$ cat src/rtl/hsop_pkg.sv
package hsop_pkg;

  localparam int DATA_W   = 8;
  localparam int SYNC_LEN = 2;

  // selected I/O access with read inactive and no machine cycle
  function automatic logic f_is_write(input logic cs_n, input logic iorq_n,
                                      input logic rd_n, input logic m1_n);
    return ~cs_n & ~iorq_n & rd_n & m1_n;
  endfunction

  function automatic logic f_is_read(input logic cs_n, input logic iorq_n,
                                     input logic rd_n, input logic m1_n);
    return ~cs_n & ~iorq_n & ~rd_n & m1_n;
  endfunction

  // machine cycle alone is the soft reset
  function automatic logic f_is_m1_reset(input logic m1_n, input logic rd_n,
                                         input logic iorq_n);
    return ~m1_n & rd_n & iorq_n;
  endfunction

  function automatic logic f_is_ack(input logic m1_n, input logic iorq_n);
    return ~m1_n & ~iorq_n;
  endfunction

endpackage

$ cat src/rtl/hsop_bus_dec.sv
module hsop_bus_dec
  import hsop_pkg::*;
(
  input  logic cs_n,
  input  logic iorq_n,
  input  logic rd_n,
  input  logic m1_n,
  input  logic sel_ctl,
  output logic wr_data,
  output logic wr_ctl,
  output logic rd_data,
  output logic m1_rst,
  output logic int_ack
);

  logic wr_any;

  always_comb begin
    wr_any  = f_is_write(cs_n, iorq_n, rd_n, m1_n);
    wr_data = wr_any & ~sel_ctl;
    wr_ctl  = wr_any & sel_ctl;
    rd_data = f_is_read(cs_n, iorq_n, rd_n, m1_n) & ~sel_ctl;
    m1_rst  = f_is_m1_reset(m1_n, rd_n, iorq_n);
    int_ack = f_is_ack(m1_n, iorq_n);
  end

endmodule

$ cat src/rtl/hsop_stb_sync.sv
module hsop_stb_sync #(
  parameter int STAGES = 2
) (
  input  logic clk,
  input  logic rst_n,
  input  logic stb,
  output logic stb_rise
);

  localparam int CHAIN_W = STAGES + 1;

  logic [CHAIN_W-1:0] chain_q;

  always_ff @(posedge clk or negedge rst_n) begin
    if (!rst_n) chain_q <= '0;
    else        chain_q <= {chain_q[CHAIN_W-2:0], stb};
  end

  // last synchronised stage high, extra history stage still low
  assign stb_rise = chain_q[STAGES-1] & ~chain_q[STAGES];

endmodule

$ cat src/rtl/hsop_hs_core.sv
module hsop_hs_core #(
  parameter int DW     = 8,
  parameter int IE_BIT = DW - 1
) (
  input  logic          clk,
  input  logic          rst_n,
  input  logic          wr_data,
  input  logic          wr_ctl,
  input  logic          m1_rst,
  input  logic          int_ack,
  input  logic [DW-1:0] d_in,
  input  logic          stb_rise,
  input  logic          iei,
  output logic [DW-1:0] pout_q,
  output logic          wr_q,
  output logic          ie_q,
  output logic          rdy_q,
  output logic          pend_q
);

  logic stb_hit;

  assign stb_hit = stb_rise & rdy_q;

  // rising-edge side: bus capture and control register
  always_ff @(posedge clk or negedge rst_n) begin
    if (!rst_n) begin
      pout_q <= '0;
      wr_q   <= 1'b0;
      ie_q   <= 1'b0;
    end else begin
      wr_q <= wr_data;
      if (wr_data) pout_q <= d_in;
      if (m1_rst)      ie_q <= 1'b0;
      else if (wr_ctl) ie_q <= d_in[IE_BIT];
    end
  end

  // falling-edge side: handshake flag and interrupt request
  always_ff @(negedge clk or negedge rst_n) begin
    if (!rst_n) begin
      rdy_q  <= 1'b0;
      pend_q <= 1'b0;
    end else if (m1_rst) begin
      rdy_q  <= 1'b0;
      pend_q <= 1'b0;
    end else begin
      if (wr_q)         rdy_q <= 1'b1;
      else if (stb_hit) rdy_q <= 1'b0;
      if (stb_hit && ie_q && iei) pend_q <= 1'b1;
      else if (int_ack && iei)    pend_q <= 1'b0;
    end
  end

endmodule

$ cat src/rtl/hs_out_port.sv
module hs_out_port
  import hsop_pkg::*;
#(
  parameter int DW     = DATA_W,
  parameter int SYNC_N = SYNC_LEN
) (
  input  logic          clk,
  input  logic          rst_n,
  input  logic          cs_n,
  input  logic          iorq_n,
  input  logic          rd_n,
  input  logic          m1_n,
  input  logic          sel_ctl,
  input  logic [DW-1:0] d_in,
  output logic [DW-1:0] d_out,
  output logic          d_oe,
  output logic [DW-1:0] pout,
  output logic          rdy,
  input  logic          stb,
  input  logic          iei,
  output logic          ieo,
  output logic          int_n
);

  localparam int IE_BIT = DW - 1;

  logic wr_data, wr_ctl, rd_data, m1_rst, int_ack;
  logic stb_rise, wr_q, ie_q, rdy_q, pend_q;
  logic [DW-1:0] pout_q;

  hsop_bus_dec u_dec (
    .cs_n    (cs_n),
    .iorq_n  (iorq_n),
    .rd_n    (rd_n),
    .m1_n    (m1_n),
    .sel_ctl (sel_ctl),
    .wr_data (wr_data),
    .wr_ctl  (wr_ctl),
    .rd_data (rd_data),
    .m1_rst  (m1_rst),
    .int_ack (int_ack)
  );

  hsop_stb_sync #(.STAGES(SYNC_N)) u_sync (
    .clk      (clk),
    .rst_n    (rst_n),
    .stb      (stb),
    .stb_rise (stb_rise)
  );

  hsop_hs_core #(.DW(DW), .IE_BIT(IE_BIT)) u_core (
    .clk      (clk),
    .rst_n    (rst_n),
    .wr_data  (wr_data),
    .wr_ctl   (wr_ctl),
    .m1_rst   (m1_rst),
    .int_ack  (int_ack),
    .d_in     (d_in),
    .stb_rise (stb_rise),
    .iei      (iei),
    .pout_q   (pout_q),
    .wr_q     (wr_q),
    .ie_q     (ie_q),
    .rdy_q    (rdy_q),
    .pend_q   (pend_q)
  );

  assign pout  = pout_q;
  assign rdy   = rdy_q;
  assign int_n = ~pend_q;
  assign ieo   = iei & ~pend_q;
  assign d_oe  = rd_data;
  assign d_out = rd_data ? pout_q : '0;

endmodule

$ cat config.mk
export PLATFORM = sky130hd
export DESIGN_NAME = hs_out_port
export DESIGN_NICKNAME = d
export VERILOG_FILES = /design/src/rtl/hsop_pkg.sv /design/src/rtl/hsop_bus_dec.sv /design/src/rtl/hsop_stb_sync.sv /design/src/rtl/hsop_hs_core.sv /design/src/rtl/hs_out_port.sv
export SDC_FILE = /design/constraint.sdc
export NUM_CORES = 1
export LEC_CHECK = 0
export BUFFER_PORTS_ARGS = -buffer_cell sky130_fd_sc_hd__clkbuf_2
export CORE_MARGIN = 8
export CORE_UTILIZATION = 38
export CTS_CLUSTER_DIAMETER = 80
export DETAILED_ROUTE_END_ITERATION = 10
export PLACE_DENSITY = 0.72
export SETUP_SLACK_MARGIN = 0.15
export SYNTH_ARGS = -nofsm -noshare
export SYNTH_HDL_FRONTEND = slang
export SYNTH_SLANG_ARGS = --single-unit
$ cat constraint.sdc
create_clock -name clk -period 1 [get_ports clk]
set_clock_uncertainty 0.05 [all_clocks]
set_input_delay 0.25 -clock clk [delete_from_list [all_inputs] [get_ports clk]]
set_output_delay 0.25 -clock clk [all_outputs]
set_load 0.05 [all_outputs]
Word-level counts from Yosys, hierarchy flattened
Index checks and enable logic that the tools add are counted.
- bits in registers: 15
- bits of input ports: 17
- muxes and demuxes: 9
- bitwise operators: 21
- reduce and logical (&&, ||, !) cells: 6
- operators by type and width (kind ; count):
    1-bit AND ; 14
    1-bit two-way mux ; 8
    8-bit two-way mux ; 1
    1-bit NOT ; 7
    3-bit nonzero test ; 2
    1-bit logical AND ; 3
    2-bit nonzero test ; 1

Logic depth before layout (Yosys ltp)
Gate-level depths: netlist of run 1.
- word-level depth: 7
- gate-level depth with buffers: 4

Hierarchy
From an unflattened synthesis of run 1, not the netlist that was laid out.
- cells, all modules: 51
- area total of the unflattened synthesis: 679.4 um^2
- by module, submodules not included (module ; instances ; cells each ; area each (um^2) ; sequential area each (um^2)):
    hsop_hs_core ; 1 ; 29 ; 481.7 ; 300.3
    hsop_stb_sync ; 1 ; 4 ; 88.8 ; 75.1
    hs_out_port ; 1 ; 10 ; 60.1 ; 0.0
    hsop_bus_dec ; 1 ; 8 ; 48.8 ; 0.0

==> out/metrics.cfg, run 1 <==
[min_path]
min_to=u_sync.chain_q[0]
hold_path_class=in -> reg
holdPathStages=1
hp-start=stb

[logic_synthesis]
synthCells=53
synth_nets=70
ys.flop_type=dfrtp_1
async_flop_share_pct=100
ys_seq_area_share_pct=54.6
ys_seq_elements=15
syn_area_per_cell_um2=13.0
yosysTopAreaCellShare_pct=47.4
synth_edf_count=0
synth_top_cells_by_area=dfrtp_1 47%, mux2_4 17%, and2_1 7.3%, dfrtn_1 7.3%, nor4_4 3.1%
synth.most_common_cell=dfrtp_1
yosys_warnings=0
synthTopCellsByCount=13 x dfrtp_1, 8 x and2_1, 8 x mux2_4, 4 x inv_1
yosysTopAreaCell=dfrtp_1
syn_area_um2=687
synth_cell_types=16

[setup_path]
crit_chain=inv_2 -> buf_8
cp_max_fo=3
worst_path_max_delay_cell=dfrtn_1
r2r_slack_ps=-440
arrival_ps=1490
reg2reg_to=u_core.pend_q
critPathMaxStageDelay_ps=500
crit_family=flip-flops
timing.rr.start=u_sync.chain_q[2]
rr_worst_depth=3
crit_type=reg -> out
critical_path_buf_inv_count=2
startpoint_type=flip-flop
required_ps=700
end_kind=output port

[cells_and_area]
final_util_pct=87.8
stdcell_count=138
final_cell_area_um2=1500
n_fill_cell=71
drive_gt1_share_pct=82.3
area_growth_pct=118
diodes=0
fin_nets=131

[cts]
htreeDepth=1
path_clk_slew_ps=90
clock_path_buffers=2
insertion_delay_ps=280
cts-root-buf=clkbuf_4
cts_buffers=3
cts_sinks=15
cts_tree=yes

[drt]
antenna_left=0
drt-initial-drc-count=2
wire_per_inst_um=20.1
routed_via_density=4.77
drcViolationCount=0
vias=658
drt-pass1-iter-count=4
routed_wl_um=2780

[placed_design]
gp_congestion=0.767
placed_area_um2=1190
place_ws_ps=-543
dp.cells=122
portBuffers=36
dpl.hpwl_um=1520

[global_routing]
grt_max_degree=13
track_usage_pct=13.4
antenna_found_initial=0
grt_overflow=0
grt_pass1_vias=678
grt_pass1_wl_um=3440

[floorplanning]
start_util_pct=40.2
die_y_um=58.5
ioPinCount=37
rows=15
core_um2=1710
die_w_um=58.5
dieArea_um2=3420

[pwr]
p_leak_nw=0.742
power_mw=2.10
peakVddDrop_mv=1.27
power_per_cell_area_nw_per_um2=1400

[sta]
tightest_slew_ps=289
setup_ws_ps=-785
holdWs_ps=28.3
timing_max_transition_violations_final=0
finalHoldViolCount=0
fin_setup_tns_ps=-10000
setup_viol=31
max_slew_margin_pct=80.6
rsz0062_at_grt=true

[run_status]
violations=setup timing
status=complete, but fails checks

[job]
drv_cap=0

## metal layers
layer / share of wire (%) / wire, µm / track usage [%] / vias to the layer above
met5: 0 / 0 / 0 / -
met4: 1.4 / 40 / 7.34 / 0
met3: 6.3 / 174 / 5.43 / 4
met2: 57 / 1590 / 22.2 / 24
met1: 35 / 975 / 14.0 / 335
li1: - / - / - / 295
## logic make-up (layout without fill, tap and decap cells)
group / count (synthesis) / in the layout / share of synthesized area (%)
buf+inv: 5 / 65 / 3.82
simple gates: 20 / 20 / 19.5
flops: 15 / 15 / 54.6
compound gates: 5 / 5 / 4.55
mux: 8 / 8 / 17.5
## worst register-to-register path: cells and delay by family, from the launching register on
| kind | cells | cell delay (ps) |
|---|---|---|
| AO/OA/AOI/OAI | 1 | 120 |
| AND/OR/NAND/NOR | 2 | 450 |
| flip-flops | 1 | 370 |
## cell usage in the layout (no fill, tap or decap), drive strengths merged
master and n:
nor3b 1, dlygate4sd3 1, nand2b 3, and2 8
a21oi 3, nor4 1, inv 4, mux2 8
clkbuf 18, dfrtp 13, o31ai 1, or3 1
nand4 1, nand2 2, buf 42, dfrtn 2
nor2 3, a31o 1
## sequential cells by signal, indices dropped and copies added (netlist names)
signal,flops
u_core.ie_q,1
u_core.pend_q,1
u_core.rdy_q,1
u_core.wr_q,1
u_core.pout_q,8
u_sync.chain_q,3
## layout make-up
type | count | area [µm²] | share of cell area, %
clock buffer | 4 | 26.3 | 1.75
timing repair buffer | 57 | 683 | 45.6
multi-input combinational | 33 | 358 | 23.9
tap | 25 | 31.3 | 2.09
sequential | 15 | 385 | 25.7
inverter | 4 | 15.0 | 1.00
## report_power, final
part / switching, mW / internal [mW] / total (mW) / leakage (nW)
Combinational: 0.464 / 0.463 / 0.927 / 0.548
Sequential: 0.112 / 0.710 / 0.822 / 0.179
Clock: 0.195 / 0.155 / 0.350 / 0.0150
## how the worst max path moves through the flow
stage	start	to	cells past startpoint	slack [ps]
after floorplan	sel_ctl	d_out[0]	3	-850
after global placement	u_core.pend_q	int_n	2	-520
after detailed placement	u_core.pend_q	int_n	2	-540
after CTS	u_core.pend_q	int_n	2	-800
after global routing	u_core.pend_q	int_n	2	-820
final	u_core.pend_q	int_n	2	-790
## repair_timing
action / 4_1_cts / 5_1_grt
endpoints found under the hold margin: 13 / 0
setup endpoints to repair: 31 / 31
gates cloned: 1 / 0
buffers inserted: 2 / 8
gates resized for setup: 30 / 14
hold buffers: 1 / 0
pin swaps: 5 / 5
(Power assumes the default switching activity.)
==> inputs of run 2 (changes only) <==
--- a/config.mk
+++ b/config.mk
@@ -5,6 +5,7 @@
 export SDC_FILE = /design/constraint.sdc
 export NUM_CORES = 1
 export LEC_CHECK = 0
+export ABC_AREA = 1
 export BUFFER_PORTS_ARGS = -buffer_cell sky130_fd_sc_hd__clkbuf_2
 export CORE_MARGIN = 8
 export CORE_UTILIZATION = 38
==> out/metrics.cfg, run 2 <==
[drt]
drt-pass1-iter-count=4
vias=836
routed_wl_um=3200
drt-initial-drc-count=23
routed_via_density=4.86
drcViolationCount=0
wire_per_inst_um=18.6
antenna_left=0

[pwr]
pwr-share-clk_pct=16.7
power_per_cell_area_nw_per_um2=1300
p_leak_nw=0.767
comb_power_share_pct=44.5
switching_share_pct=40.1
p_switching_mw=0.818
internal_power_mw=1.22
seq_power_share_pct=38.7
peakVddDrop_mv=1.10
power_mw=2.04

[cts]
insertion_delay_ps=270
clock_path_buffers=2
path_clk_slew_ps=80
cts-root-buf=clkbuf_4
cts_buffers=3
htreeDepth=1
cts_sinks=15
cts_tree=yes

[logic_synthesis]
syn_area_um2=697
syn_area_per_cell_um2=7.74
synth_top_cells_by_area=dfrtp_1 47%, nand2_1 17%, inv_1 10%, nor2_1 7.5%, dfrtn_1 7.2%
synthTopCellsByCount=32 x nand2_1, 19 x inv_1, 14 x nor2_1, 13 x dfrtp_1
async_flop_share_pct=100
synth_cell_types=14
ys.flop_type=dfrtp_1
yosys_warnings=0
synth.most_common_cell=nand2_1
ys_seq_elements=15
yosysTopAreaCell=dfrtp_1
synthCells=90
synth_edf_count=0
yosysTopAreaCellShare_pct=46.7
ys_seq_area_share_pct=53.9
synth_nets=107

[sta]
setup_viol=22
max_slew_margin_pct=86.4
rsz0062_at_grt=true
setup_ws_ps=-831
holdWs_ps=25.3
fin_setup_tns_ps=-7720
timing_max_transition_violations_final=0
tightest_slew_ps=204
finalHoldViolCount=0

[cells_and_area]
final_util_pct=90.8
multi_input_area_um2=397
diodes=0
drive_gt1_share_pct=67.3
largest_reg_flops=8
final_cell_area_um2=1570
area_growth_pct=125
final_common_cell=nand2_1
regMostFlops=u_core.pout_q
ff_latch_area_um2=385
n_fill_cell=77
stdcell_count=172
largestRegisters=u_core.pout_q x8, u_sync.chain_q x3
layout_common_cells=18 x nand2_1, 14 x inv_1, 12 x clkbuf_2, 12 x buf_12, 11 x buf_8
fin_nets=165

[global_routing]
grt_pass1_vias=828
grt_pass1_wl_um=4000
antenna_found_initial=0
grt_overflow=0
track_usage_pct=14.9
grt_max_degree=12

[setup_path]
crit_family=flip-flops
startpoint_type=flip-flop
cp_max_fo=3
critPathMaxStageDelay_ps=510
timing.rr.start=u_sync.chain_q[1]
arrival_ps=1530
crit_chain=inv_2 -> buf_8
startpoint=u_core.pend_q
critical_path_buf_inv_count=2
crit_type=reg -> out
required_ps=700
worst_path_max_delay_cell=dfrtn_1
end_kind=output port

[floorplanning]
rows=15
dieArea_um2=3460
start_util_pct=40.4
core_um2=1730
ioPinCount=37
die_w_um=58.8
die_y_um=58.8

[run_status]
violations=setup timing
status=complete, but fails checks

[placed_design]
place_ws_ps=-534
placed_area_um2=1240
dpl.hpwl_um=1710
portBuffers=36
gp_congestion=0.780
dp.cells=159

[job]
drv_cap=0

[min_path]
hold_path_class=in -> reg
hp-start=stb

==> run 2: power by group through the flow <==
stage / sequential (mW) / combinational, mW / clock, mW
floorplan: 1.01 / 0.182 / 0
global placement: 0.763 / 0.632 / 0
detailed placement: 0.768 / 0.647 / 0
CTS: 0.767 / 0.785 / 0.339
global route: 0.799 / 0.948 / 0.369
finish: 0.791 / 0.909 / 0.342
==> run 2: cell families after synthesis <==
logic type | count (synthesis) | share of synthesized area (%)
AO/OA/AOI/OAI | 3 | 2.15
buffers and inverters | 21 | 11.7
flip-flops | 15 | 53.9
AND/OR/NAND/NOR | 51 | 32.3
==> run 2: what timing repair did <==
item                                    4_1_cts  5_1_grt
gates resized for setup                      36       36
buffers inserted                              2        4
pin swaps                                     5        5
endpoints found under the setup margin       30       31
gates cloned                                  2        0
hold endpoints to repair                     13        0
hold buffers                                  1        0
==> run 2: path summary, 6_finish.rpt <==
kind | to | slack [ps] | cells after the start
worst max-delay path | int_n | -830 | 2
worst min-delay path | u_sync.chain_q[0] | 30 | 1
worst max register to register | u_core.pend_q | -320 | 4
worst min register to register | u_sync.chain_q[1] | 310 | 0
max in group asynchronous | u_core.pout_q[3] | 160 | 3
min in group asynchronous | u_core.pend_q | 90 | 1
==> run 2: cell type report <==
class | instances | share of cell area (%)
Inverter | 21 | 5.99
Timing Repair inverter | 1 | 0.399
Clock buffer | 4 | 1.68
Multi-Input combinational cell | 55 | 25.3
Sequential cell | 15 | 24.6
Tap cell | 25 | 2.00
Timing Repair Buffer | 51 | 40.1
==> run 2: metal layers <==
metal / wire length, µm / GRT usage [%] / vias to the layer above
li1: - / - / 379
met2: 1860 / 27.4 / 43
met5: 0 / 0 / -
met3: 194 / 2.39 / 6
met1: 1100 / 16.4 / 408
met4: 46 / 6.14 / 0
==> inputs of run 3 (changes only) <==
--- a/config.mk
+++ b/config.mk
@@ -13,6 +13,7 @@
 export DETAILED_ROUTE_END_ITERATION = 10
 export PLACE_DENSITY = 0.72
 export SETUP_SLACK_MARGIN = 0.15
+export SKIP_CTS_REPAIR_TIMING = 1
 export SYNTH_ARGS = -nofsm -noshare
 export SYNTH_HDL_FRONTEND = slang
 export SYNTH_SLANG_ARGS = --single-unit
==> out/metrics.cfg, run 3 (same netlist as run 2, synthesis figures left out) <==
[run_status]
status=complete, but fails checks
violations=setup timing

[floorplanning]
core_um2=1730
dieArea_um2=3460
die_w_um=58.8
ioPinCount=37
die_y_um=58.8
start_util_pct=40.4
rows=15

[drt]
drt-pass1-iter-count=4
vias=744
drt-initial-drc-count=15
antenna_left=0
routed_via_density=4.43
routed_wl_um=2230
wire_per_inst_um=13.3
drcViolationCount=0

[cells_and_area]
multi_input_area_um2=357
layout_common_cells=26 x nand2_1, 15 x inv_1, 13 x buf_6, 12 x clkbuf_2, 12 x buf_12
drive_gt1_share_pct=60.1
regMostFlops=u_core.pout_q
area_growth_pct=106
final_common_cell=nand2_1
largest_reg_flops=8
stdcell_count=168
ff_latch_area_um2=385
diodes=0
n_fill_cell=101
largestRegisters=u_core.pout_q x8, u_sync.chain_q x3
final_cell_area_um2=1440
fin_nets=161

[global_routing]
grt_use_met3_pct=2.61
grt_max_degree=12
top_usage_layer=met2
antenna_found_initial=0
track_usage_pct=12.3
use_met1_pct=13.6
grt_pass1_wl_um=3330
use_met2_pct=22.1
grt_overflow=0
grt_pass1_vias=729

[setup_path]
end_kind=output port
cp_max_fo=3
crit_type=reg -> out
required_ps=700
worst_path_max_delay_cell=dfrtn_1
startpoint_type=flip-flop
crit_chain=inv_1 -> buf_6
critPathMaxStageDelay_ps=470
arrival_ps=1470

[placed_design]
gp_congestion=0.780
portBuffers=36
placed_area_um2=1240
dp.cells=159
dpl.hpwl_um=1710

[job]
drv_cap=0

[cts]
cts_sinks=15
cts_tree=yes
htreeDepth=1
cts_buffers=3
path_clk_slew_ps=80
insertion_delay_ps=270
cts-root-buf=clkbuf_4
clock_path_buffers=2

[pwr]
peakVddDrop_mv=1.41
p_leak_nw=0.687
power_per_cell_area_nw_per_um2=1300

[sta]
max_slew_margin_pct=89.8
holdWs_ps=27.1
timing_max_transition_violations_final=0
tightest_slew_ps=152
rsz0062_at_grt=true
fin_setup_tns_ps=-7430
setup_ws_ps=-769
setup_viol=22
finalHoldViolCount=0

[min_path]
hold_path_class=in -> reg

## run 3: cell count changes in the layout (fill, tap and decap cells not counted), sizes merged
cell and change:
buf -3, clkbuf -1, clkinv +1, inv -1
## run 3: layout make-up
| class | instances | share of cell area [%] |
|---|---|---|
| clock buffers | 4 | 1.83 |
| flip-flops and latches | 15 | 26.8 |
| inverters | 21 | 6.53 |
| repair buffers | 47 | 37.4 |
| repair inverters | 1 | 0.436 |
| well taps | 25 | 2.18 |
| multi-input cells | 55 | 24.8 |
## run 3: path summary, 6_finish.rpt
check                                        from                end  slack, ps  depth (start not counted)
worst min-delay path                          stb  u_sync.chain_q[0]         30                          1
worst max register to register  u_sync.chain_q[2]      u_core.pend_q       -310                          4
worst min register to register  u_sync.chain_q[0]  u_sync.chain_q[1]        310                          0
max in group asynchronous                   rst_n   u_core.pout_q[3]        220                          3
worst max-delay path                u_core.pend_q              int_n       -770                          2
min in group asynchronous                   rst_n      u_core.pend_q         90                          1
## run 3: power breakdown
part	total, mW	switching [mW]	internal, mW	leakage, nW
Sequential	0.772	0.0733	0.698	0.181
Clock	0.331	0.176	0.154	0.0150
Combinational	0.766	0.480	0.286	0.491
## run 3: through the flow
stage / setup WS [ps] / power [mW] / util, %
floorplan: -487 / 1.19 / -
global placement: -522 / 1.39 / 71.7
detailed placement: -534 / 1.41 / 71.7
CTS: -837 / 1.74 / 73.2
global route: -797 / 1.95 / 83.2
finish: -769 / 1.87 / 83.2
## run 3: metal layers
layer,routed length (µm),vias up,part of all wire (%)
met4,17,0,0.76
met5,0,-,0
met3,120,2,5.4
met1,867,345,39
li1,-,376,-
met2,1220,21,55
## run 3: critical path: cells and delay by family (launching register included)
kind                   cells  cell delay [ps]
buffers and inverters      2              220
flip-flops                 1              470
